### src/rtl/dram_mux_ctrl.sv
module dram_mux_ctrl #(
  parameter int ROW_W        = 8,
  parameter int REF_INTERVAL = 1560,
  parameter int RCD_CYC      = 2,
  parameter int CAS_CYC      = 2,
  parameter int PRE_CYC      = 2,
  parameter int REF_CYC      = 3
) (
  input  logic                 clk,
  input  logic                 rst_n,
  input  logic                 req_valid,
  input  logic                 req_write,
  input  logic [2*ROW_W-1:0]   req_addr,
  input  logic                 req_wdata,
  output logic                 req_ready,
  output logic                 rsp_valid,
  output logic                 rsp_rdata,
  output logic [ROW_W-1:0]     mem_addr,
  output logic                 mem_ras_n,
  output logic                 mem_cas_n,
  output logic                 mem_we_n,
  output logic                 mem_dout,
  input  logic                 mem_din
);
  localparam int AW   = 2 * ROW_W;
  localparam int TW   = (REF_INTERVAL > 1) ? $clog2(REF_INTERVAL) : 1;
  localparam int M1   = (RCD_CYC > CAS_CYC) ? RCD_CYC : CAS_CYC;
  localparam int M2   = (PRE_CYC > REF_CYC) ? PRE_CYC : REF_CYC;
  localparam int DMAX = (M1 > M2) ? M1 : M2;
  localparam int CW   = $clog2(DMAX + 1);

  typedef enum logic [2:0] {S_IDLE, S_ROW, S_COL, S_PRE, S_REF} st_t;

  st_t            st;
  logic [CW-1:0]  cnt;
  logic [TW-1:0]  tmr;
  logic           ref_pend;
  logic [ROW_W-1:0] ref_row, col_q;
  logic           wr_q, wd_q;
  logic           tick, last;

  assign tick      = tmr == TW'(REF_INTERVAL - 1);
  assign last      = cnt == '0;
  assign req_ready = (st == S_IDLE) && !ref_pend;

  always_ff @(posedge clk) begin
    if (!rst_n) begin
      tmr      <= '0;
      ref_pend <= 1'b0;
    end else begin
      tmr      <= tick ? '0 : tmr + 1'b1;
      ref_pend <= tick | (ref_pend & (st != S_IDLE));
    end
  end

  always_ff @(posedge clk) begin
    if (!rst_n) begin
      st        <= S_IDLE;
      cnt       <= '0;
      ref_row   <= '0;
      col_q     <= '0;
      wr_q      <= 1'b0;
      wd_q      <= 1'b0;
      mem_addr  <= '0;
      mem_ras_n <= 1'b1;
      mem_cas_n <= 1'b1;
      mem_we_n  <= 1'b1;
      mem_dout  <= 1'b0;
      rsp_valid <= 1'b0;
      rsp_rdata <= 1'b0;
    end else begin
      rsp_valid <= 1'b0;
      case (st)
        S_IDLE: begin
          if (ref_pend) begin
            mem_addr  <= ref_row;
            mem_ras_n <= 1'b0;
            cnt       <= CW'(REF_CYC - 1);
            st        <= S_REF;
          end else if (req_valid) begin
            mem_addr  <= req_addr[AW-1:ROW_W];
            col_q     <= req_addr[ROW_W-1:0];
            wr_q      <= req_write;
            wd_q      <= req_wdata;
            mem_ras_n <= 1'b0;
            cnt       <= CW'(RCD_CYC - 1);
            st        <= S_ROW;
          end
        end
        S_ROW: begin
          if (last) begin
            mem_addr  <= col_q;
            mem_cas_n <= 1'b0;
            mem_we_n  <= ~wr_q;
            mem_dout  <= wd_q;
            cnt       <= CW'(CAS_CYC - 1);
            st        <= S_COL;
          end else cnt <= cnt - 1'b1;
        end
        S_COL: begin
          if (last) begin
            mem_ras_n <= 1'b1;
            mem_cas_n <= 1'b1;
            mem_we_n  <= 1'b1;
            rsp_valid <= 1'b1;
            rsp_rdata <= wr_q ? 1'b0 : mem_din;
            cnt       <= CW'(PRE_CYC - 1);
            st        <= S_PRE;
          end else cnt <= cnt - 1'b1;
        end
        S_REF: begin
          if (last) begin
            mem_ras_n <= 1'b1;
            ref_row   <= ref_row + 1'b1;
            cnt       <= CW'(PRE_CYC - 1);
            st        <= S_PRE;
          end else cnt <= cnt - 1'b1;
        end
        S_PRE: begin
          if (last) st <= S_IDLE;
          else cnt <= cnt - 1'b1;
        end
        default: st <= S_IDLE;
      endcase
    end
  end

  logic [CW-1:0] hi_cnt;
  always_ff @(posedge clk) begin
    if (!rst_n) hi_cnt <= CW'(DMAX);
    else if (!mem_ras_n) hi_cnt <= '0;
    else if (hi_cnt != CW'(DMAX)) hi_cnt <= hi_cnt + 1'b1;
  end

  AST_CAS_IN_RAS: assert property (@(posedge clk) disable iff (!rst_n) !mem_cas_n |-> !mem_ras_n);
  AST_CAS_AFTER_RAS: assert property (@(posedge clk) disable iff (!rst_n) $fell(mem_cas_n) |-> $past(!mem_ras_n));
  AST_WE_IN_CAS: assert property (@(posedge clk) disable iff (!rst_n) !mem_we_n |-> !mem_cas_n);
  AST_RSP_AFTER_CAS: assert property (@(posedge clk) disable iff (!rst_n) rsp_valid |-> $rose(mem_cas_n));
  AST_PRECHARGE: assert property (@(posedge clk) disable iff (!rst_n) $fell(mem_ras_n) |-> (hi_cnt >= CW'(PRE_CYC)));
  AST_REF_ROW_STEP: assert property (@(posedge clk) disable iff (!rst_n) ($rose(mem_ras_n) && $past(st == S_REF)) |-> (ref_row == $past(ref_row) + 1'b1));
  AST_NO_LOST_REFRESH: assert property (@(posedge clk) disable iff (!rst_n) tick |-> !(ref_pend && st != S_IDLE));
  AST_READY_QUIET: assert property (@(posedge clk) disable iff (!rst_n) req_ready |-> (mem_ras_n && mem_cas_n));
endmodule

### config.mk
export PLATFORM = sky130hd
export DESIGN_NAME = dram_mux_ctrl
export DESIGN_NICKNAME = d
export VERILOG_FILES = /design/src/rtl/dram_mux_ctrl.sv
export SDC_FILE = /design/constraint.sdc
export NUM_CORES = 1
export LEC_CHECK = 0
export ABC_AREA = 1
export CORE_ASPECT_RATIO = 0.75
export CORE_MARGIN = 5
export CORE_UTILIZATION = 54
export DETAILED_ROUTE_END_ITERATION = 10
export GPL_TIMING_DRIVEN = 0
export HOLD_SLACK_MARGIN = 0.15
export MAX_ROUTING_LAYER = met4
export PLACE_DENSITY = 0.81
export REMOVE_ABC_BUFFERS = 1
export SLEW_MARGIN = 20
export SYNTH_ARGS = -nofsm -noshare
export SYNTH_HDL_FRONTEND = slang
export SYNTH_SLANG_ARGS = --single-unit
### constraint.sdc
create_clock -name clk -period 1.64 [get_ports clk]
set_clock_uncertainty 0.05 [all_clocks]
set_input_delay 0.328 -clock clk [delete_from_list [all_inputs] [get_ports clk]]
set_output_delay 0.328 -clock clk [all_outputs]
set_load 0.1 [all_outputs]
==> tab_implementation.tex, run 1 <==
\begin{tabular}{lr}
\hline
Metric & Value \\
\hline
\multicolumn{2}{l}{\textbf{GRT}} \\
Most Used Layer, Global Route & met2 \\
Antenna violations before repair & 0 \\
Met1 usage & 24.1\% \\
Pin count of the biggest net entering global routing & 30 \\
Wire length of the first global-routing pass & between 9 and 10 mm \\
Global Route Usage Sum & 19.0\% \\
Number of global-route vias before repair & around 2.2k \\
Global routing met3 resource utilization & under 10\% \\
Met2 layer usage reported by global route & roughly 30\% \\
Sum of overflow across all layers after global routing & 0 \\
\multicolumn{2}{l}{\textbf{Logic synthesis}} \\
Number of flip-flops and latches in the synthesized netlist & between 40 and 50 \\
Per-instance average area after synthesis & between 6 and 7 µm² \\
Distinct cells, synth & 31 \\
Top post-synthesis cells by area & dfxtp\_1 39\%, nand2\_1 15\%, inv\_1 6.9\% \\
Number of warnings reported in the yosys synthesis log & 0 \\
Library cell occupying the most area in the post-synthesis netlist & dfxtp\_1 \\
Xor and xnor area share after synthesis & under 10\% \\
Simple-gate area share of the yosys netlist & roughly 34\% \\
Share of the synthesized area in the top cell type & between 30\% and 40\% \\
Mapped Area & roughly 2500 µm² \\
Adder-cell share of the synthesized area & $\sim$2\% \\
Seq/Total Area, Yosys & 39.1\% \\
Fraction of the mapped netlist area in compound gates & around an eighth \\
Proportion of synthesized area in mux cells & 0\% \\
Dominant combinational cell family by area after synthesis & simple AND/OR/NAND/NOR gates \\
Gate count of the mapped netlist & roughly 370 \\
\multicolumn{2}{l}{\textbf{Power and ir drop}} \\
Switching share of power & roughly half \\
Switch Pwr & 2.58 mW \\
Largest vdd supply drop & around 1.5 mV \\
Fraction of power consumed by the clock network & $\sim$14\% \\
Static leakage power & $\sim$1.4 nW \\
Total Power & $\sim$5.2 mW \\
Portion of total power attributed to combinational logic & between 50\% and 60\% \\
Register share of total power & between 30\% and 40\% \\
Internal power & 2.58 mW \\
Power Density & between 1500 and 2000 nW/µm² \\
\multicolumn{2}{l}{\textbf{Worst hold path}} \\
Worst Hold Launch & col\_q[3] \\
Worst Hold Class & reg2reg \\
Cells on Worst Hold Path & 2 \\
Hold endpoint & col\_q[3] \\
\multicolumn{2}{l}{\textbf{Placed design}} \\
Cell count after placement & between 400 and 500 \\
Final estimated routing congestion in global placement & approximately 0.90 \\
Input/output buffers & 36 \\
HPWL after DPL & 3.86 mm \\
\multicolumn{2}{l}{\textbf{Detailed routing}} \\
Detail Route Antenna Nets & 0 \\
DR vias/cell & between 5 and 6 \\
Final routed DRC violation total & 0 \\
Per-cell routed wire length & $\sim$12 µm \\
Final wirelength & approximately 5.6 mm \\
Via count & around 2.4k \\
First-pass iteration count of the detailed router & 4 \\
Drt initial violations & 140 \\
\multicolumn{2}{l}{\textbf{Setup path}} \\
Required time at the worst-slack endpoint & 1.26 ns \\
Arrival time at the worst endpoint & roughly 1.4 ns \\
R2R Path End & col\_q[0] \\
Reg-to-Reg Start & st[1] \\
Crit Path Max Fanout & 5 \\
Sort of element at the start of the critical path & register \\
CP endpoint kind & primary output \\
Register-to-Register Setup Slack & between 0.1 and 0.15 ns \\
Depth of the worst register-to-register path & 7 \\
Worst Setup Path Type & reg2out \\
\multicolumn{2}{l}{\textbf{Flow run}} \\
Number of violations of the max-capacitance limit & 0 \\
\multicolumn{2}{l}{\textbf{Run status}} \\
Result of the run & complete, but fails checks \\
Failing checks & setup timing \\
\multicolumn{2}{l}{\textbf{Floorplan}} \\
Number of ports placed on the die boundary & 37 \\
Die Y & $\sim$69 µm \\
Number of rows in the core area & 21 \\
Horiz. Die Dim & roughly 89 µm \\
Initial cell density of the core & a little under three fifths \\
Area inside the core boundary & around 4500 µm² \\
Total Die Area & just over 6000 µm² \\
\multicolumn{2}{l}{\textbf{STA}} \\
Highest clock rate & about 580 MHz \\
Final setup viols & 1 \\
Rel. slew slack & roughly three fifths \\
Crit path setup slack, layout & -0.0966 ns \\
Hold Violations, Final & 0 \\
RSZ-0062 raised after global routing & yes \\
Max-slew violation count & 0 \\
Shortest clock period the worst path allows after layout & roughly 1.7 ns \\
Summed negative setup slack over all endpoints & -0.0966 ns \\
Final period util & 106\% \\
Worst slew pin tran & between 0.6 and 0.7 ns \\
\multicolumn{2}{l}{\textbf{CTS}} \\
CTS buffer count & 5 \\
CTS H-Tree Depth & 2 \\
Max Buffers Root-to-Sink & 2 \\
CTS Root Cell & clkbuf\_8 \\
Clock sinks & slightly below 50 \\
Clock transition at the register clock pins on the worst setup and hold paths after CTS & around 0.080 ns \\
Worst skew pair latency & 0.31 ns \\
CTS tree & yes \\
\multicolumn{2}{l}{\textbf{Final layout}} \\
Filler Cell Count & about 380 \\
ANT cells & 0 \\
Syn-to-layout area delta & 22.6\% \\
Layout cell share with drive strength beyond 1 & between 15 and 20\% \\
Final instance count without filler cells & between 400 and 500 \\
Layout net count & approximately 440 \\
\hline
\end{tabular}
power groups by stage:
| stage | sequential [mW] | clock (mW) | combinational, mW |
|---|---|---|---|
| after global placement | 1.60 | 0 | 2.57 |
| after floorplan | 2.54 | 0 | 1.12 |
| after CTS | 1.59 | 0.742 | 2.61 |
| after global routing | 1.63 | 0.783 | 3.07 |
| after detailed placement | 1.61 | 0 | 2.61 |
| final | 1.59 | 0.727 | 2.83 |
logic make-up (layout without fill, tap and decap cells):
family | after synthesis | count (layout)
AOI/OAI and AO/OA | 56 | 56
and+or+nand+nor | 193 | 193
xor gates and xnor gates | 5 | 5
DFF | 49 | 49
buffers and inverters | 61 | 102
adders and majority gates | 4 | 4
flip-flops by register name (all words and copies together) (netlist names):
name / count
tmr: 11
col_q: 8
mem_addr: 8
ref_row: 8
st: 3
cnt: 2
mem_cas_n: 1
mem_dout: 1
mem_ras_n: 1
mem_we_n: 1
ref_pend: 1
rsp_rdata: 1
rsp_valid: 1
wd_q: 1
wr_q: 1
critical path, stage by stage (launching register included):
cell and delay (ns):
dfxtp_4 0.38, nor2_4 0.17, nand2_2 0.11, nor2_4 0.18, buf_12 0.19
cells in the mapped netlist:
library cell   n
nand2_2        6
o21bai_1       2
nand3_1       20
nand4_1        6
a31oi_1        1
nor2_1        41
or2_2          1
nor3_1         2
nand3_2        2
nand2_1       99
nor2_4         3
xor2_1         4
o211ai_1       1
o21ai_2        1
buf_6          5
o21ai_1        9
xnor2_1        1
clkbuf_1       1
dfxtp_1       49
buf_1          1
nor2_2        11
buf_2          2
a21oi_1       22
inv_2          4
ha_1           4
nor3b_1        1
buf_8          1
o21ai_0       20
inv_1         46
nand2_4        1
clkinv_1       1
worst max-delay path by stage:
| stage | start | end | slack (ns) | cells after the start |
|---|---|---|---|---|
| 3_3_place_gp | rst_n | rsp_rdata | -0.99 | 5 |
| 5_1_grt | st[1] | req_ready | -0.12 | 4 |
| 4_1_cts | st[1] | req_ready | -0.15 | 4 |
| 6_report | st[1] | req_ready | -0.1 | 4 |
| 2_1_floorplan | st[0] | col_q[0] | -0.24 | 6 |
| 3_5_place_dp | rst_n | rsp_rdata | -0.99 | 5 |
repair_timing:
action | CTS | global route
endpoints found under the setup margin | 53 | 35
hold buffers | 0 | 0
gates resized for setup | 53 | 16
buffers inserted | 0 | 8
pin swaps | 0 | 4
layout make-up:
| class | instances | area [µm²] | area share (%) |
|---|---|---|---|
| Multi-Input combinational cell | 258 | 1280 | 41.8 |
| Inverter | 51 | 195 | 6.35 |
| Tap cell | 57 | 71.3 | 2.32 |
| Sequential cell | 49 | 988 | 32.2 |
| Clock buffer | 7 | 86.3 | 2.81 |
| Timing Repair Buffer | 44 | 448 | 14.6 |
per-layer routing:
metal	vias to the layer above	part of all wire, %
li1	1240	-
met1	1046	45
met2	66	46
met3	12	6.6
met4	0	2.1
met5	-	0
metrics by stage:
| stage | hold slack (ns) | worst slack (ns) | area (µm²) | utilization (%) |
|---|---|---|---|---|
| after floorplan | 0.363 | -0.236 | 2420 | - |
| after global placement | 0.384 | -0.993 | 2850 | 63.8 |
| after detailed placement | 0.392 | -0.987 | 2850 | 63.8 |
| after CTS | 0.408 | -0.153 | 2960 | 66.2 |
| after global routing | 0.432 | -0.125 | 3070 | 68.8 |
| final | 0.407 | -0.0966 | 3070 | 68.8 |
placed cells by master (no fill, tap or decap), drive strengths merged, types with 2 or more instances in the layout:
| cell | Yosys | routed |
|---|---|---|
| dfxtp | 49 | 49 |
| ha | 4 | 4 |
| nor2 | 55 | 55 |
| nor3 | 2 | 2 |
| buf | 9 | 9 |
| xor2 | 4 | 4 |
| nand3 | 22 | 22 |
| o21ai | 30 | 30 |
| nand2 | 106 | 106 |
| o21bai | 2 | 2 |
| clkdlybuf4s15 | 0 | 14 |
| inv | 50 | 50 |
| clkbuf | 1 | 7 |
| clkdlybuf4s50 | 0 | 20 |
| a21oi | 22 | 22 |
| nand4 | 6 | 6 |
Note: power is estimated with default switching activity, not from simulation.
==> run 2, diff against run 1 <==
- SKIP_LAST_GASP: default -> 1
==> run 2 against run 1 <==
The run still ends with setup timing left; non-clock buffer count shrank 1; critical path depth is the same; cell count shrank 0.21%; power shrank 0.67%; maximum frequency shrank 0.39%; worst setup slack lost 0.0068 ns; die area is the same; sequential share of layout area grew 0.16 points; via count shrank 1.1%; combinational power shrank 1%; register-to-register slack lost 0.03 ns; wire length shrank 1.1%; largest power group unchanged.
==> tab_implementation.tex, run 2 (synthesized netlist as in run 1, its figures left out) <==
\begin{tabular}{lr}
\hline
Metric & Value \\
\hline
\multicolumn{2}{l}{\textbf{CTS}} \\
CTS tree & yes \\
CTS Root Cell & clkbuf\_8 \\
Clock sinks & 49 (unchanged) \\
Max Buffers Root-to-Sink & 2 (unchanged) \\
CTS buffer count & 5 (unchanged) \\
Worst skew pair latency & 0.31 ns (about the same) \\
CTS H-Tree Depth & 2 (unchanged) \\
Clock transition at the register clock pins on the worst setup and hold paths after CTS & 0.09 ns (about the same) \\
\multicolumn{2}{l}{\textbf{STA}} \\
Final period util & 106\% (+0.41 points) \\
Final setup viols & 1 (unchanged) \\
Shortest clock period the worst path allows after layout & 1.74 ns (+0.00678 ns) \\
Worst slew pin tran & 0.596 ns (-0.0167 ns) \\
Max-slew violation count & 0 (unchanged) \\
Final-layout worst hold slack & 0.406 ns (-0.00118 ns) \\
Crit path setup slack, layout & -0.103 ns (-0.00678 ns) \\
Hold Violations, Final & 0 (unchanged) \\
Rel. slew slack & 60.3\% (+1.1 points) \\
Highest clock rate & 574 MHz (-0.39\%) \\
RSZ-0062 raised after global routing & yes \\
\multicolumn{2}{l}{\textbf{Floorplan}} \\
Number of ports placed on the die boundary & 37 (unchanged) \\
Area inside the core boundary & 4470 µm² (unchanged) \\
Number of rows in the core area & 21 (unchanged) \\
Horiz. Die Dim & 88.7 µm (unchanged) \\
Initial cell density of the core & 56.1\% (unchanged) \\
Total Die Area & 6120 µm² (unchanged) \\
Die Y & 69 µm (unchanged) \\
\multicolumn{2}{l}{\textbf{Setup path}} \\
Maximum single-stage delay on the critical path & 0.38 ns (about the same) \\
Cell-by-cell listing of the critical path & nor2\_4 -> nand2\_2 -> nor2\_4 -> buf\_12 \\
Sort of element at the start of the critical path & register \\
Required time at the worst-slack endpoint & 1.26 ns (about the same) \\
CP endpoint kind & primary output \\
Cell with the biggest individual delay on the critical path & dfxtp\_4 \\
Critical Path Most Common Cell & nor2\_4 \\
Arrival time at the worst endpoint & 1.37 ns (about the same) \\
Crit Path Max Fanout & 5 (unchanged) \\
Worst Setup Path Type & reg2out \\
\multicolumn{2}{l}{\textbf{Detailed routing}} \\
Per-cell routed wire length & 11.9 µm (-0.84\%) \\
Drt initial violations & 146 (+4.3\%) \\
DR vias/cell & 5.03 (-0.84\%) \\
DRT met1 WL & 2.52 mm (+0.20\%) \\
First-pass iteration count of the detailed router & 5 (+1) \\
Final wirelength & 5.55 mm (-1.1\%) \\
Highest metal layer with signal wires & met4 \\
Routed wire length on met2 & 2.54 mm (-2.3\%) \\
Via count & 2339 (-1.1\%) \\
Final routed DRC violation total & 0 (unchanged) \\
Detail Route Antenna Nets & 0 (unchanged) \\
Total met3 wirelength after detailed routing & 354 µm (-4.8\%) \\
\multicolumn{2}{l}{\textbf{GRT}} \\
Antenna violations before repair & 0 (unchanged) \\
Pin count of the biggest net entering global routing & 30 (unchanged) \\
Global Route Usage Sum & 18.9\% (-0.075 points) \\
Wire length of the first global-routing pass & 9.22 mm (-0.30\%) \\
Number of global-route vias before repair & 2144 (-0.28\%) \\
Sum of overflow across all layers after global routing & 0 (unchanged) \\
\multicolumn{2}{l}{\textbf{Power and ir drop}} \\
Switching share of power & 50.1\% (+0.075 points) \\
Fraction of power consumed by the clock network & 14.3\% (+0.2 points) \\
Static leakage power & 1.37 nW (-0.64\%) \\
Portion of total power attributed to combinational logic & 54.6\% (-0.4 points) \\
Register share of total power & 31.1\% (+0.2 points) \\
Total Power & 5.12 mW (-0.67\%) \\
Internal power & 2.55 mW (-0.82\%) \\
Switch Pwr & 2.56 mW (-0.52\%) \\
Largest vdd supply drop & 1.67 mV (+14\%) \\
Power Density & 1670 nW/µm² (-0.18\%) \\
\multicolumn{2}{l}{\textbf{Flow run}} \\
Number of violations of the max-capacitance limit & 0 (unchanged) \\
\multicolumn{2}{l}{\textbf{Final layout}} \\
Syn-to-layout area delta & 22.0\% \\
Most flops, register & tmr \\
ANT cells & 0 (unchanged) \\
Layout cell share with drive strength beyond 1 & 15.7\% (-0.45 points) \\
Layout net count & 434 (-0.23\%) \\
Most frequent standard cell in the layout excluding fill and tap cells & nand2\_1 \\
Largest register FFs & 11 (unchanged) \\
Top library cells by usage in the layout, fill and taps aside & 99 x nand2\_1, 46 x inv\_1, 45 x dfxtp\_1 \\
\multicolumn{2}{l}{\textbf{Placed design}} \\
HPWL after DPL & 3.86 mm (unchanged) \\
Final estimated routing congestion in global placement & 0.901 (unchanged) \\
Input/output buffers & 36 (unchanged) \\
\multicolumn{2}{l}{\textbf{Worst hold path}} \\
Worst Hold Class & reg2reg \\
\multicolumn{2}{l}{\textbf{Run status}} \\
Failing checks & setup timing \\
Result of the run & complete, but fails checks \\
\hline
\end{tabular}
-- run 2: through the flow --
step	worst slack (ns)	utilization, %	std cells	setup TNS [ns]	instance area [µm²]
finish	-0.103	68.5	465	-0.103	3060
global route	-0.131	68.5	465	-0.215	3060
CTS	-0.225	66.1	458	-1.22	2950
detailed placement	-0.987	63.8	451	-26.19	2850
global placement	-0.993	63.8	451	-25.31	2850
floorplan	-0.236	-	358	-2.28	2420
-- run 2: routing by layer --
layer	vias up	track usage, %
met1	1029	24.0
met2	62	29.7
met5	-	-
li1	1234	-
met4	0	7.05
met3	14	3.69
-- run 2: power groups by stage --
stage | logic, mW | clock network (mW) | registers (mW)
2_1_floorplan | 1.12 | 0 | 2.54
3_3_place_gp | 2.57 | 0 | 1.60
3_5_place_dp | 2.61 | 0 | 1.61
4_1_cts | 2.58 | 0.742 | 1.59
5_1_grt | 3.03 | 0.783 | 1.63
6_report | 2.79 | 0.730 | 1.59
-- run 2: area by class of cell --
| class | instances | area (µm²) |
|---|---|---|
| Fill cell | 381 | 1410 |
| Clock buffer | 7 | 86.3 |
| Sequential cell | 49 | 988 |
| Multi-Input combinational cell | 258 | 1280 |
| Inverter | 51 | 195 |
| Tap cell | 57 | 71.3 |
| Timing Repair Buffer | 43 | 440 |
-- run 2: worst paths after layout --
kind	start	to	slack, ns	cells after the start
worst min register to register	col_q[3]	col_q[3]	0.41	2
worst max-delay path	st[1]	req_ready	-0.10	4
worst min-delay path	col_q[3]	col_q[3]	0.41	2
worst max register to register	st[1]	col_q[0]	0.08	6
-- run 2: critical path, delay by kind of cell (launching register included) --
family                 cells  cell delay, ns
flip-flops                 1            0.38
buffers and inverters      1            0.20
AND/OR/NAND/NOR            3            0.47
-- run 2: repair_timing --
| action | CTS | global route |
|---|---|---|
| setup buffers | 0 | 7 |
| setup endpoints to repair | 53 | 33 |
| cloned | 0 | 0 |
| resized for setup | 51 | 15 |
| pin swaps | 0 | 4 |
| hold buffers | 0 | 0 |
